**config.mk**
```make
export PLATFORM = sky130hd
export DESIGN_NAME = bus_txn_seq
export DESIGN_NICKNAME = d
export VERILOG_FILES = /design/src/rtl/bus_txn_pkg.sv /design/src/rtl/txn_classify.sv /design/src/rtl/txn_slots.sv /design/src/rtl/bus_txn_seq.sv
export SDC_FILE = /design/constraint.sdc
export NUM_CORES = 1
export LEC_CHECK = 0
export ABC_AREA = 0
export CORE_ASPECT_RATIO = 1.4
export CORE_MARGIN = 1.5
export CORE_UTILIZATION = 49
export CTS_CLUSTER_DIAMETER = 50
export CTS_CLUSTER_SIZE = 16
export DETAILED_ROUTE_END_ITERATION = 10
export HOLD_SLACK_MARGIN = 0.03
export PLACE_DENSITY = 0.77
export SLEW_MARGIN = 20
export SYNTH_ARGS = -nofsm -noshare
export SYNTH_HDL_FRONTEND = slang
export SYNTH_SLANG_ARGS = --single-unit
```
**constraint.sdc**
```tcl
create_clock -name clk -period 2.8 [get_ports clk]
set_clock_uncertainty 0.2 [all_clocks]
set_input_delay 0.56 -clock clk [delete_from_list [all_inputs] [get_ports clk]]
set_output_delay 0.56 -clock clk [all_outputs]
set_load 0.05 [all_outputs]
```
**src/rtl/bus_txn_pkg.sv**
```systemverilog
package bus_txn_pkg;
    typedef enum logic [1:0] {
        ST_IDLE,
        ST_REQ,
        ST_ADDR,
        ST_DATA
    } seq_state_e;

    typedef enum logic [1:0] {
        TC_SINGLE,
        TC_BURST,
        TC_ADDR_ONLY
    } txn_class_e;
endpackage

```
**src/rtl/txn_classify.sv**
```systemverilog
module txn_classify
    import bus_txn_pkg::*;
#(
    parameter int BUS_BYTES = 8,
    parameter int BEATS     = 4,
    localparam int OFF_W    = $clog2(BUS_BYTES),
    localparam int RS_W     = $clog2(BUS_BYTES) + 1,
    localparam int SZ_W     = $clog2(BUS_BYTES * BEATS) + 1
) (
    input  logic             addr_only,
    input  logic             write,
    input  logic             inhibit,
    input  logic             cache_off,
    input  logic             wt,
    input  logic [OFF_W-1:0] addr_off,
    input  logic [RS_W-1:0]  size,
    output txn_class_e       cls,
    output logic [SZ_W-1:0]  tot_size,
    output logic             err
);
    localparam int SPAN_W      = RS_W + 1;
    localparam int BLOCK_BYTES = BUS_BYTES * BEATS;

    logic              single;
    logic [SPAN_W-1:0] span;

    always_comb begin
        single   = inhibit | cache_off | (write & wt);
        span     = SPAN_W'(addr_off) + SPAN_W'(size);
        cls      = TC_BURST;
        tot_size = SZ_W'(BLOCK_BYTES);
        err      = 1'b0;
        if (addr_only) begin
            cls      = TC_ADDR_ONLY;
            tot_size = '0;
        end else if (single) begin
            cls      = TC_SINGLE;
            tot_size = SZ_W'(size);
            err      = (size == '0) || (span > SPAN_W'(BUS_BYTES));
        end
    end
endmodule

```
**src/rtl/txn_slots.sv**
```systemverilog
module txn_slots #(
    parameter int ENT_W = 8
) (
    input  logic             clk,
    input  logic             rst_n,
    input  logic             push,
    input  logic             push_wr,
    input  logic [ENT_W-1:0] push_ent,
    input  logic             pop,
    input  logic             wr_first,
    output logic             rd_full,
    output logic             wr_full,
    output logic             any_pending,
    output logic             sel_wr,
    output logic [ENT_W-1:0] sel_ent
);
    localparam int NSLOT = 2;

    typedef struct packed {
        logic [NSLOT-1:0]            vld;
        logic [NSLOT-1:0][ENT_W-1:0] ent;
        logic                        older_wr;
    } slot_state_t;

    slot_state_t s_d, s_q;
    logic        other_left;

    always_comb begin
        s_d         = s_q;
        rd_full     = s_q.vld[0];
        wr_full     = s_q.vld[1];
        any_pending = |s_q.vld;
        sel_wr      = s_q.vld[1] & (~s_q.vld[0] | wr_first | s_q.older_wr);
        sel_ent     = s_q.ent[sel_wr];
        other_left  = 1'b0;

        if (pop) begin
            s_d.vld[sel_wr] = 1'b0;
            s_d.older_wr    = ~sel_wr;
        end
        if (push) begin
            s_d.vld[push_wr] = 1'b1;
            s_d.ent[push_wr] = push_ent;
            other_left       = s_d.vld[~push_wr];
            if (!other_left) begin
                s_d.older_wr = push_wr;
            end
        end
    end

    always_ff @(posedge clk) begin
        if (!rst_n) begin
            s_q <= '0;
        end else begin
            s_q <= s_d;
        end
    end
endmodule

```
**src/rtl/bus_txn_seq.sv**
```systemverilog
module bus_txn_seq
    import bus_txn_pkg::*;
#(
    parameter int ADDR_W    = 32,
    parameter int BUS_BYTES = 8,
    parameter int BEATS     = 4,
    localparam int OFF_W    = $clog2(BUS_BYTES),
    localparam int DW_W     = $clog2(BEATS),
    localparam int RS_W     = $clog2(BUS_BYTES) + 1,
    localparam int SZ_W     = $clog2(BUS_BYTES * BEATS) + 1
) (
    input  logic              clk,
    input  logic              rst_n,
    input  logic              req_valid,
    input  logic              req_write,
    input  logic              req_addr_only,
    input  logic [ADDR_W-1:0] req_addr,
    input  logic [RS_W-1:0]   req_size,
    input  logic              req_inhibit,
    input  logic              req_cache_off,
    input  logic              req_wt,
    output logic              req_ready,
    output logic              req_err,
    input  logic              wr_first,
    output logic              bus_req,
    input  logic              bus_gnt,
    output logic              ts_pulse,
    output logic [ADDR_W-1:0] addr_out,
    output logic [SZ_W-1:0]   attr_size,
    output logic              attr_burst,
    output logic              attr_wt,
    output logic              attr_ci,
    output logic              attr_write,
    output logic              attr_addr_only,
    output logic              beat_valid,
    output logic [DW_W-1:0]   beat_dw,
    input  logic              beat_ack,
    output logic              txn_done
);
    typedef struct packed {
        logic [ADDR_W-1:0] addr;
        logic [SZ_W-1:0]   size;
        txn_class_e        cls;
        logic              write;
        logic              wt;
        logic              ci;
    } txn_ent_t;

    localparam int ENT_W = $bits(txn_ent_t);

    typedef struct packed {
        seq_state_e      st;
        txn_ent_t        cur;
        logic [DW_W-1:0] cnt;
        logic            done;
        logic            err;
    } seq_state_t;

    seq_state_t   q_d, q_q;
    txn_class_e   new_cls;
    logic [SZ_W-1:0] new_size;
    logic         new_err;
    logic         wr_class;
    logic         rd_full, wr_full, any_pending, sel_wr;
    logic         push, pop;
    txn_ent_t     push_ent;
    logic [ENT_W-1:0] sel_raw;
    txn_ent_t     sel_ent;

    txn_classify #(
        .BUS_BYTES (BUS_BYTES),
        .BEATS     (BEATS)
    ) u_classify (
        .addr_only (req_addr_only),
        .write     (req_write),
        .inhibit   (req_inhibit),
        .cache_off (req_cache_off),
        .wt        (req_wt),
        .addr_off  (req_addr[OFF_W-1:0]),
        .size      (req_size),
        .cls       (new_cls),
        .tot_size  (new_size),
        .err       (new_err)
    );

    txn_slots #(
        .ENT_W (ENT_W)
    ) u_slots (
        .clk         (clk),
        .rst_n       (rst_n),
        .push        (push),
        .push_wr     (wr_class),
        .push_ent    (push_ent),
        .pop         (pop),
        .wr_first    (wr_first),
        .rd_full     (rd_full),
        .wr_full     (wr_full),
        .any_pending (any_pending),
        .sel_wr      (sel_wr),
        .sel_ent     (sel_raw)
    );

    always_comb begin
        wr_class       = req_write & ~req_addr_only;
        req_ready      = wr_class ? ~wr_full : ~rd_full;
        push           = req_valid & req_ready & ~new_err;
        push_ent.addr  = req_addr;
        push_ent.size  = new_size;
        push_ent.cls   = new_cls;
        push_ent.write = req_write;
        push_ent.wt    = req_wt;
        push_ent.ci    = req_inhibit | req_cache_off;
        sel_ent        = txn_ent_t'(sel_raw);

        q_d      = q_q;
        q_d.done = 1'b0;
        q_d.err  = req_valid & new_err;
        pop      = 1'b0;

        unique case (q_q.st)
            ST_IDLE: begin
                if (any_pending) begin
                    pop     = 1'b1;
                    q_d.cur = sel_ent;
                    q_d.cnt = '0;
                    q_d.st  = ST_REQ;
                end
            end
            ST_REQ: begin
                if (bus_gnt) begin
                    q_d.st = ST_ADDR;
                end
            end
            ST_ADDR: begin
                if (q_q.cur.cls == TC_ADDR_ONLY) begin
                    q_d.st   = ST_IDLE;
                    q_d.done = 1'b1;
                end else begin
                    q_d.st = ST_DATA;
                end
            end
            ST_DATA: begin
                if (beat_ack) begin
                    if (q_q.cur.cls == TC_SINGLE || q_q.cnt == DW_W'(BEATS - 1)) begin
                        q_d.st   = ST_IDLE;
                        q_d.done = 1'b1;
                    end else begin
                        q_d.cnt = q_q.cnt + 1'b1;
                    end
                end
            end
            default: q_d.st = ST_IDLE;
        endcase
    end

    always_ff @(posedge clk) begin
        if (!rst_n) begin
            q_q <= '0;
        end else begin
            q_q <= q_d;
        end
    end

    assign bus_req        = (q_q.st == ST_REQ);
    assign ts_pulse       = (q_q.st == ST_ADDR);
    assign beat_valid     = (q_q.st == ST_DATA);
    assign beat_dw        = q_q.cur.addr[OFF_W +: DW_W] + q_q.cnt;
    assign addr_out       = q_q.cur.addr;
    assign attr_size      = q_q.cur.size;
    assign attr_burst     = (q_q.cur.cls == TC_BURST);
    assign attr_addr_only = (q_q.cur.cls == TC_ADDR_ONLY);
    assign attr_wt        = q_q.cur.wt;
    assign attr_ci        = q_q.cur.ci;
    assign attr_write     = q_q.cur.write;
    assign txn_done       = q_q.done;
    assign req_err        = q_q.err;
endmodule

```
==> summary.txt <==
Flow run
  • Max Cap Viol: 0

Global routing
  • Remaining global-route overflow: 0
  • Initial antenna violation count: 0
  • Number of global-route vias before repair: 5,272
  • Largest net degree at the start of global routing: 58
  • First-pass GRT wire length: 26.3 mm
  • GRT Total Usage: 24.6%

CTS
  • TritonCTS Buffers: 17
  • Root Driver: clkbuf_16
  • Hold_buf cts: 0
  • # clock sinks: 135
  • Latest clock arrival within the worst-skew pair: 0.42 ns
  • Reg clk slew, reported paths: 0.06 ns
  • CTS tree: done
  • H-tree level count: 4
  • Clock Tree Buf Depth: 2

Die
  • Core Region: 12,400 um^2
  • Die Area: 13,400 um^2
  • Die Ht: 136 um
  • Row count: 48
  • Die Wd: 98.3 um
  • Initial Util: 50.4%
  • Ports: 98

Worst hold path
  • Worst hold path class: reg -> reg
  • Worst hold path depth: 2

Synth
  • Synth Area in Simple Gates: 14.7%
  • Library cells used by synthesis: 49
  • #FFs+latches synth: 135
  • Post-synthesis cell count: 688
  • Largest family of logic cells by synthesized area: compound AO/OA/AOI/OAI gates
  • Synth Warn #: 0
  • Post-synth EDFFs: 0
  • Compound-Gate Fraction of Synth Area: 16.7%
  • Sequential area share after synthesis: 43.3%
  • Post-synthesis mux area share: 13.7%
  • Top FF cell, synth: dfxtp_1
  • Net count after synthesis: 741
  • Synth Area in XOR/XNOR: 0.421%
  • Adder-cell share of the synthesized area: 1.32%
  • Synthesized cell area: 6240 um^2
  • Syn avg cell area: 9.06 um^2
  • Ys async rst share: 0%

Critical path
  • Data required, critical path: 2.94 ns
  • Setup CP Type: in -> reg
  • Reg-to-reg startpoint: u_slots.rd_full
  • CP max FO: 6
  • Worst reg2reg path depth: 5
  • R2R Path End: addr_out[0]
  • Reg2reg setup slack: 0.67 ns
  • CP arrival: 2.86 ns
  • Startpoint Class: input port
  • Worst Setup SP: req_size[0]
  • Crit end category: register

Route
  • DR iter-0 viols: 349
  • Post-DR wirelength/cell: 17.4 um
  • Vias per inst: 5.80
  • Residual DRC: 0
  • Post-Route WL: 16.0 mm
  • Pre-antenna DRT Iters: 5
  • Post-route ant nets: 0
  • DR vias: 5,334

Cells and area
  • Final #Nets: 809
  • Layout cell share with drive strength beyond 1: 13.4%
  • # diodes: 0
  • Most common cell after layout, fill and taps aside: dfxtp_1
  • Most frequent cells in the layout: 135 x dfxtp_1, 87 x clkdlybuf4s50_1, 84 x nand2_1
  • Util after Layout: 64.6%
  • Area delta synth->final: 28.2%

STA
  • Worst hold slack: 0.260 ns
  • Slew Viols, Final: 0
  • Achievable Freq: 367 MHz
  • Final worst slack: 0.0784 ns
  • Slew HR: 65.6%
  • Period minus WS final: 2.72 ns
  • Final Hold Fails: 0
  • Final worst path period share: 97.2%
  • Final setup viols: 0
  • Worst-margin pin slew: 0.514 ns
  • RSZ-0062 raised after global routing: no
  • Setup TNS: 0 ns

Pwr
  • Maximum vdd ir drop: 456 uV
  • Leak: 0.00323 uW
  • Pwr Density: 728 nW/um^2

Status
  • Run status: finished clean

Place
  • Post-place setup slack: -0.598 ns
  • Post-DP HPWL: 10.4 mm
  • Placer congestion estimate: 0.785
  • I/O Buffers: 97
==> logic make-up after synthesis <==
logic type | count (synthesis)
mux | 85
xor+xnor | 3
simple gates | 208
buf+inv | 106
flops | 135
fa+ha+maj | 6
compound gates | 145
==> synthesized netlist by cell type, types with 5 or more instances <==
library cell  number  share of area [%]
dfxtp_1          135                 43
mux2i_1           84                 13
nand2_1           84                5.1
nor2_1            50                3.0
buf_4             45                5.4
a211oi_1          44                5.3
a21oi_1           43                3.5
nand3_1           42                3.4
clkbuf_1          35                2.1
o211ai_1          35                4.2
buf_2             10               0.80
inv_1              6               0.36
nor3_1             6               0.48
and3_1             5               0.50
buf_6              5               0.90
ha_1               5                1.0
nand2b_1           5               0.50
==> report_power, final <==
group / internal (uW) / switching, uW
Clock: 1420 / 852
Combinational: 530 / 831
Sequential: 2080 / 104
Total: 4030 / 1790
==> routing by layer <==
layer  share of wire (%)  global-route usage, %  wire length (um)  vias up
met2                  52                   43.8              8290      169
met1                  41                   28.1              6530     2568
li1                    -                      -                 -     2553
met4                 3.0                   11.9               487        0
met3                 4.5                   4.88               723       44
met5                   0                      0                 0        -
==> final cells by class <==
class / instances / area [um^2]
clock buffer: 20 / 447
clock inverter: 12 / 150
fill: 987 / 4380
inverter: 7 / 26.3
multi-input combinational: 447 / 2960
sequential: 135 / 2700
tap: 150 / 188
timing repair buffer: 148 / 1520
==> repair_timing <==
| item | 4_1_cts | 5_1_grt |
|---|---|---|
| gates cloned | 2 | 0 |
| gates resized for setup | 11 | 9 |
| endpoints found under the setup margin | 58 | 30 |
| pin swaps | 1 | 3 |
| setup buffers | 5 | 0 |
==> metrics by stage <==
| stage | std cells | area [um^2] | power (uW) |
|---|---|---|---|
| final | 919 | 7990 | 5820 |
| after global routing | 919 | 7990 | 6040 |
| after CTS | 921 | 8000 | 5830 |
| after detailed placement | 882 | 7290 | 3540 |
| after global placement | 882 | 7290 | 3510 |
| after floorplan | 688 | 6240 | 3190 |
==> worst max-delay path by stage <==
stage,endpoint,slack [ns],cells past startpoint
after floorplan,register,0.02,10
final,register,0.08,11
after detailed placement,register,-0.60,10
after CTS,register,0.03,10
after global routing,register,0.009,11
after global placement,register,-0.47,10
==> worst max-delay path, stage by stage <==
cell             delay (ns)
clkdlybuf4s15_1        0.20
ha_2                   0.18
inv_1                  0.05
fa_1                   0.51
nand2b_1               0.09
mux2_4                 0.31
o2bb2ai_4              0.19
o2111a_2               0.28
buf_12                 0.14
buf_16                 0.13
mux2i_1                0.22
No activity file was read; power rests on OpenSTA's default activity.
